==> config.mk <==
export PLATFORM = sky130hd
export DESIGN_NAME = rtc_regport
export DESIGN_NICKNAME = d
export VERILOG_FILES = /design/src/rtl/rtc_regport_pkg.sv /design/src/rtl/rtc_ctrl_bank.sv /design/src/rtl/rtc_flag_bank.sv /design/src/rtl/rtc_scratch_ram.sv /design/src/rtl/rtc_regport.sv
export SDC_FILE = /design/constraint.sdc
export NUM_CORES = 1
export LEC_CHECK = 0
export CAP_MARGIN = 20
export CELL_PAD_IN_SITES_DETAIL_PLACEMENT = 1
export CELL_PAD_IN_SITES_GLOBAL_PLACEMENT = 1
export CORE_UTILIZATION = 45
export DETAILED_ROUTE_END_ITERATION = 8
export DONT_BUFFER_PORTS = 1
export GPL_ROUTABILITY_DRIVEN = 0
export PLACE_DENSITY = 0.74
export SYNTH_ARGS = -nofsm -noshare
export SYNTH_HDL_FRONTEND = slang
export SYNTH_SLANG_ARGS = --single-unit
==> constraint.sdc <==
create_clock -name clk -period 2.6 [get_ports clk]
set_input_delay 0.39 -clock clk [delete_from_list [all_inputs] [get_ports clk]]
set_output_delay 0.39 -clock clk [all_outputs]
set_load 0.005 [all_outputs]
==> src/rtl/rtc_regport_pkg.sv <==
// Package: shared constants for the indexed RTC register port.
// Assumes an 8-bit host data path; register indices and bit positions are
// fixed by the software view and must not move.
package rtc_regport_pkg;
    localparam int DATA_W = 8;

    localparam logic [6:0] IDX_RATE  = 7'd10;
    localparam logic [6:0] IDX_MODE  = 7'd11;
    localparam logic [6:0] IDX_FLAG  = 7'd12;
    localparam logic [6:0] IDX_VALID = 7'd13;

    // mode register bit positions
    localparam int M_SET  = 7;
    localparam int M_PIE  = 6;
    localparam int M_AIE  = 5;
    localparam int M_UIE  = 4;

    // rate register busy bit
    localparam int R_BUSY = 7;

    // flag register bit positions
    localparam int F_ANY  = 7;
    localparam int F_PER  = 6;
    localparam int F_ALM  = 5;
    localparam int F_UPD  = 4;

    localparam logic [DATA_W-1:0] RST_RATE  = 8'h26;
    localparam logic [DATA_W-1:0] RST_MODE  = 8'h02;
    localparam logic [DATA_W-1:0] RST_FLAG  = 8'h00;
    localparam logic [DATA_W-1:0] VALID_VAL = 8'h80;
    localparam logic [DATA_W-1:0] IDX_READ  = 8'hFF;
endpackage

==> src/rtl/rtc_ctrl_bank.sv <==
// Module: rtc_ctrl_bank
// Holds the rate register (with its read-only busy bit) and the mode
// register. Assumes write strobes are already decoded by index and that
// timekeeping pulses last one cycle.
module rtc_ctrl_bank
    import rtc_regport_pkg::*;
(
    input  logic              clk,
    input  logic              rst_n,
    input  logic              wr_rate,
    input  logic              wr_mode,
    input  logic [DATA_W-1:0] wdata,
    input  logic              upd_start,
    input  logic              upd_done,
    output logic [DATA_W-1:0] rate_q,
    output logic [DATA_W-1:0] mode_q
);
    logic busy_q;
    logic [DATA_W-2:0] rate_lo_q;
    logic [DATA_W-1:0] mode_wval;

    // Value stored on a mode write: entering set mode drops the update enable.
    always_comb begin
        mode_wval = wdata;
        if (wdata[M_SET]) mode_wval[M_UIE] = 1'b0;
    end

    // Rate bits 6:0: host-writable storage.
    always_ff @(posedge clk) begin
        if (!rst_n)       rate_lo_q <= RST_RATE[DATA_W-2:0];
        else if (wr_rate) rate_lo_q <= wdata[DATA_W-2:0];
    end

    // Busy bit: set by update start outside set mode, cleared by update end or set mode entry.
    always_ff @(posedge clk) begin
        if (!rst_n)                          busy_q <= RST_RATE[R_BUSY];
        else if (wr_mode && wdata[M_SET])    busy_q <= 1'b0;
        else if (upd_done)                   busy_q <= 1'b0;
        else if (upd_start && !mode_q[M_SET]) busy_q <= 1'b1;
    end

    // Mode register storage.
    always_ff @(posedge clk) begin
        if (!rst_n)       mode_q <= RST_MODE;
        else if (wr_mode) mode_q <= mode_wval;
    end

    assign rate_q = {busy_q, rate_lo_q};
endmodule

==> src/rtl/rtc_flag_bank.sv <==
// Module: rtc_flag_bank
// Interrupt flag register and interrupt line. Flags are set by enabled
// events and cleared by a host read; a same-cycle event survives the clear.
module rtc_flag_bank
    import rtc_regport_pkg::*;
(
    input  logic              clk,
    input  logic              rst_n,
    input  logic              rd_clear,
    input  logic              en_per,
    input  logic              en_alm,
    input  logic              en_upd,
    input  logic              ev_per,
    input  logic              ev_alm,
    input  logic              ev_upd,
    output logic [DATA_W-1:0] flag_q,
    output logic              irq
);
    logic [DATA_W-1:0] set_bits;
    logic [DATA_W-1:0] base;

    // Collect the flag bits raised by this cycle's events.
    always_comb begin
        set_bits = '0;
        if (ev_per && en_per) begin
            set_bits[F_PER] = 1'b1;
            set_bits[F_ANY] = 1'b1;
        end
        if (ev_alm && en_alm) begin
            set_bits[F_ALM] = 1'b1;
            set_bits[F_ANY] = 1'b1;
        end
        if (ev_upd) begin
            set_bits[F_UPD] = 1'b1;
            if (en_upd) set_bits[F_ANY] = 1'b1;
        end
        base = rd_clear ? '0 : flag_q;
    end

    // Flag storage: clear on read, then OR in new events.
    always_ff @(posedge clk) begin
        if (!rst_n) flag_q <= RST_FLAG;
        else        flag_q <= base | set_bits;
    end

    assign irq = flag_q[F_ANY];
endmodule

==> src/rtl/rtc_scratch_ram.sv <==
// Module: rtc_scratch_ram
// Plain byte storage for every index; the top suppresses writes to the
// control indices. Contents are not reset (battery-backed storage model).
module rtc_scratch_ram
    import rtc_regport_pkg::*;
#(
    parameter int IDX_W = 7,
    localparam int DEPTH = 1 << IDX_W
)(
    input  logic              clk,
    input  logic              we,
    input  logic [IDX_W-1:0]  addr,
    input  logic [DATA_W-1:0] wdata,
    output logic [DATA_W-1:0] rdata
);
    logic [DATA_W-1:0] mem [DEPTH];

    // Byte write at the addressed location.
    always_ff @(posedge clk) begin
        if (we) mem[addr] <= wdata;
    end

    assign rdata = mem[addr];
endmodule

==> src/rtl/rtc_regport.sv <==
// Module: rtc_regport (top)
// Two-address host port: even address holds the index, odd address reaches
// the indexed byte. Decodes the four control indices, muxes read data and
// forwards mode and rate bits to the timekeeping logic. Assumes one-cycle
// bus strobes.
module rtc_regport
    import rtc_regport_pkg::*;
#(
    parameter int IDX_W = 7
)(
    input  logic              clk,
    input  logic              rst_n,
    input  logic              bus_sel,
    input  logic              bus_wr,
    input  logic              bus_rd,
    input  logic [DATA_W-1:0] bus_wdata,
    output logic [DATA_W-1:0] bus_rdata,
    input  logic              tk_upd_start,
    input  logic              tk_upd_done,
    input  logic              tk_periodic,
    input  logic              tk_alarm,
    output logic [DATA_W-1:0] mode_out,
    output logic [DATA_W-2:0] rate_out,
    output logic              irq
);
    logic [IDX_W-1:0]  idx_q;
    logic [DATA_W-1:0] rate_q, mode_q, flag_q, ram_rd;
    logic              hit_rate, hit_mode, hit_flag, hit_valid, hit_ctrl;
    logic              data_wr, data_rd;

    // Index register: low IDX_W bits of an even-address write.
    always_ff @(posedge clk) begin
        if (!rst_n)               idx_q <= '0;
        else if (bus_wr && !bus_sel) idx_q <= bus_wdata[IDX_W-1:0];
    end

    // Decode of the control indices.
    always_comb begin
        hit_rate  = (idx_q == IDX_RATE[IDX_W-1:0]);
        hit_mode  = (idx_q == IDX_MODE[IDX_W-1:0]);
        hit_flag  = (idx_q == IDX_FLAG[IDX_W-1:0]);
        hit_valid = (idx_q == IDX_VALID[IDX_W-1:0]);
        hit_ctrl  = hit_rate | hit_mode | hit_flag | hit_valid;
        data_wr   = bus_wr && bus_sel;
        data_rd   = bus_rd && bus_sel;
    end

    rtc_ctrl_bank u_ctrl (
        .clk       (clk),
        .rst_n     (rst_n),
        .wr_rate   (data_wr && hit_rate),
        .wr_mode   (data_wr && hit_mode),
        .wdata     (bus_wdata),
        .upd_start (tk_upd_start),
        .upd_done  (tk_upd_done),
        .rate_q    (rate_q),
        .mode_q    (mode_q)
    );

    rtc_flag_bank u_flag (
        .clk      (clk),
        .rst_n    (rst_n),
        .rd_clear (data_rd && hit_flag),
        .en_per   (mode_q[M_PIE]),
        .en_alm   (mode_q[M_AIE]),
        .en_upd   (mode_q[M_UIE]),
        .ev_per   (tk_periodic),
        .ev_alm   (tk_alarm),
        .ev_upd   (tk_upd_done),
        .flag_q   (flag_q),
        .irq      (irq)
    );

    rtc_scratch_ram #(.IDX_W(IDX_W)) u_ram (
        .clk   (clk),
        .we    (data_wr && !hit_ctrl),
        .addr  (idx_q),
        .wdata (bus_wdata),
        .rdata (ram_rd)
    );

    // Read data mux: index port reads all-ones, data port by index.
    always_comb begin
        if (!bus_sel)       bus_rdata = IDX_READ;
        else if (hit_rate)  bus_rdata = rate_q;
        else if (hit_mode)  bus_rdata = mode_q;
        else if (hit_flag)  bus_rdata = flag_q;
        else if (hit_valid) bus_rdata = VALID_VAL;
        else                bus_rdata = ram_rd;
    end

    assign mode_out = mode_q;
    assign rate_out = rate_q[DATA_W-2:0];
endmodule

==> reports/results.tsv <==
stage	metric	value	unit
global_routing	antenna_found_initial	0	
power_and_ir_drop	switching_power	8030	uW
layout	final_cell_mix	edfxtp_1 (1024), buf_4 (280), mux4_2 (260), clkbuf_16 (110), nor2_1 (89)	
power_and_ir_drop	total_power	36900	uW
clock_network	clockBufferDepth	3	
logic_synthesis	ys_ff_latch	1058	
place	dp.cells	3387	
logic_synthesis	ys_warn_count	0	
logic_synthesis	ys.flop_type	edfxtp_1	
logic_synthesis	synth_cells	1989	
logic_synthesis	yosysUniqueCellTypes	60	
logic_synthesis	synth_area_leader_cell	edfxtp_1	
clock_network	cts_tree	done	
logic_synthesis	syn_area_per_cell	20.7	sq um
power_and_ir_drop	pwr-share-comb	0.062	
setup_path	worstSetupEndpointType	output port	
route	wl_per_cell	33.1	microns
logic_synthesis	yosysTopAreaCellShare	0.745	
logic_synthesis	yosysSeqAreaShare	0.762	
timing	hold_viol_final	0	
floorplan	io_pins	41	
layout	nets	2394	
route	drt_iter0_markers	3136	
place	place_hpwl	69800	microns
power_and_ir_drop	leakagePower	0.0159	uW
layout	area_growth	21.5	%
global_routing	grt_max_degree	132	
setup_path	required	2210	ps
floorplan	die_h	305	microns
timing	period_needed	3880	ps
timing	fin_crit_sh	1.49	
clock_network	clk_pin_slew	70	ps
clock_network	clkSinkCount	1058	
run	cap_violations	0	
timing	rsz0062_at_grt	true	
place	place_ws	-880	ps
timing	max_freq	258	MHz
min_path	hp-class	in -> reg	
route	routed_via_density	6.22	
layout	layout-drive-gt1-share	0.370	
timing	finalSetupViolations	50	
timing	fin_ws	-1280	ps
layout	final_util	0.554	
layout	final_common_cell	edfxtp_1	
power_and_ir_drop	ir_worst_vdd	0.000554	V
clock_network	cts-root-buf	clkbuf_16	
logic_synthesis	synth_area_leaders	edfxtp_1 (75%), mux4_2 (14%), mux2i_1 (1.8%)	
timing	fin_skew	38.1	ps
global_routing	grt_pass1_wl	170000	microns
logic_synthesis	syn_area	0.0413	sq mm
power_and_ir_drop	switching_share	0.218	
clock_network	cts_inserted_buffers	104	
route	post-route-drc-count	0	
route	vias	22700	
route	ant_nets	0	
clock_network	htree_num_levels	3	
floorplan	die_area	0.0929	sq mm
power_and_ir_drop	internal-power	28900	uW
setup_path	critical_path_class	reg -> out	
global_routing	grt_usage	0.254	
place	io_buffers	0	
route	drtPass1Iterations	7	
power_and_ir_drop	p_seq_frac	0.510	
floorplan	core	0.0904	sq mm
setup_path	start_kind	register	
timing	maxSlewHeadroom	0.298	
place	dpl_cell_area	0.0448	sq mm
status	status	complete, but fails checks	
clock_network	clk_latency	700	ps
floorplan	rows	110	
setup_path	crit_fanout	16	
timing	worst_pin_slew	1050	ps
layout	final_area	0.0501	sq mm
power_and_ir_drop	pwr-share-clk	0.429	
global_routing	grt_pass1_vias	23500	
logic_synthesis	async_flop_share	0	
setup_path	worstPathArrival	3490	ps
logic_synthesis	synth_edf_count	1024	
status	violations	setup timing	
floorplan	initial_utilization	0.456	
timing	maxSlewViolCount	0	
route	drt_wl_total	121000	microns
power_and_ir_drop	power.density	736	mW/mm^2
floorplan	die_w	305	microns
global_routing	overflow	0	
layout	instances_no_fill	3642	
[cells in the mapped netlist, drive strengths merged, types with 10 or more instances]
master and n:
buf 74, o22ai 10, clkbuf 34, a21oi 13
mux4 260, a22oi 41, nand3 29, edfxtp 1024
nor3 12, mux2i 73, dfxtp 34, nor2b 37
nor2 153, nand2 83
[critical path, cell delays in order (launching register included)]
cell	delay, ps
dfxtp_4	440
buf_12	130
buf_16	170
mux4_2	580
a22oi_2	260
buf_4	170
nand2_2	50
a22o_1	220
o32ai_2	290
buf_4	210
o311ai_4	90
buf_4	170
[power groups by stage]
stage	clock network [uW]	registers [uW]	logic, uW
finish	15800	18800	2280
global route	16500	18800	2350
CTS	15800	18800	2110
detailed placement	0	19200	1600
global placement	0	19100	1570
floorplan	0	19100	912
[per-stage QoR]
step	hold slack [ps]	setup TNS, ps
final	41.7	-10830
after global routing	53.1	-10290
after CTS	2.03	-9940
after detailed placement	474	-19060
after global placement	457	-6450
after floorplan	470	0
[worst paths after layout]
check,start,endpoint,slack [ps],cells past startpoint
setup reg to reg,idx_q[5]$_SDFFE_PN0P_,u_ram.mem[36][4]$_DFFE_PP_,-60,7
hold reg to reg,u_flag.flag_q[7]$_SDFF_PN0_,u_flag.flag_q[7]$_SDFF_PN0_,540,2
hold / removal,bus_wdata[3],idx_q[3]$_SDFFE_PN0P_,40,2
setup / recovery,register,bus_rdata[3],-1280,11
[flip-flops by register name, summed over array words and instances, names as in the netlist, named ones only]
register	count
idx_q	7
u_ctrl.busy_q	1
u_ram.mem	1024
u_flag.flag_q	4
u_ctrl.mode_q	8
u_ctrl.rate_lo_q	7
[cell families after synthesis]
kind of cell           share of synthesized area
flip-flops                                 0.762
AND/OR/NAND/NOR                           0.0373
multiplexers                               0.161
AO/OA/AOI/OAI                             0.0249
buffers and inverters                     0.0153
other                                  0.0000909
[cell type report]
class,instances,area [sq um]
clock inverters,65,761
diodes,1,2.50
fillers,7793,40300
flip-flops and latches,1058,31400
clock buffers,129,2790
multi-input cells,849,10100
repair buffers,359,3530
well taps,1176,1470
inverters,5,18.8
[routing by layer]
metal | GRT usage | wire [microns] | vias to the layer above | part of all wire
met3 | 0.0490 | 10600 | 263 | 0.088
met1 | 0.344 | 46900 | 12100 | 0.39
met4 | 0.102 | 4740 | 0 | 0.039
li1 | - | - | 8985 | -
met5 | 0 | 0 | - | 0
met2 | 0.407 | 58300 | 1340 | 0.48
[repair_timing]
action                                  4_1_cts  5_1_grt
endpoints found under the setup margin      304      153
pin swaps                                    19       25
gates cloned                                  3        4
gates resized for setup                     124       93
buffers inserted                             14       27
hold endpoints to repair                   1058        0
hold buffers                                 16        0
(Power assumes the default switching activity.)
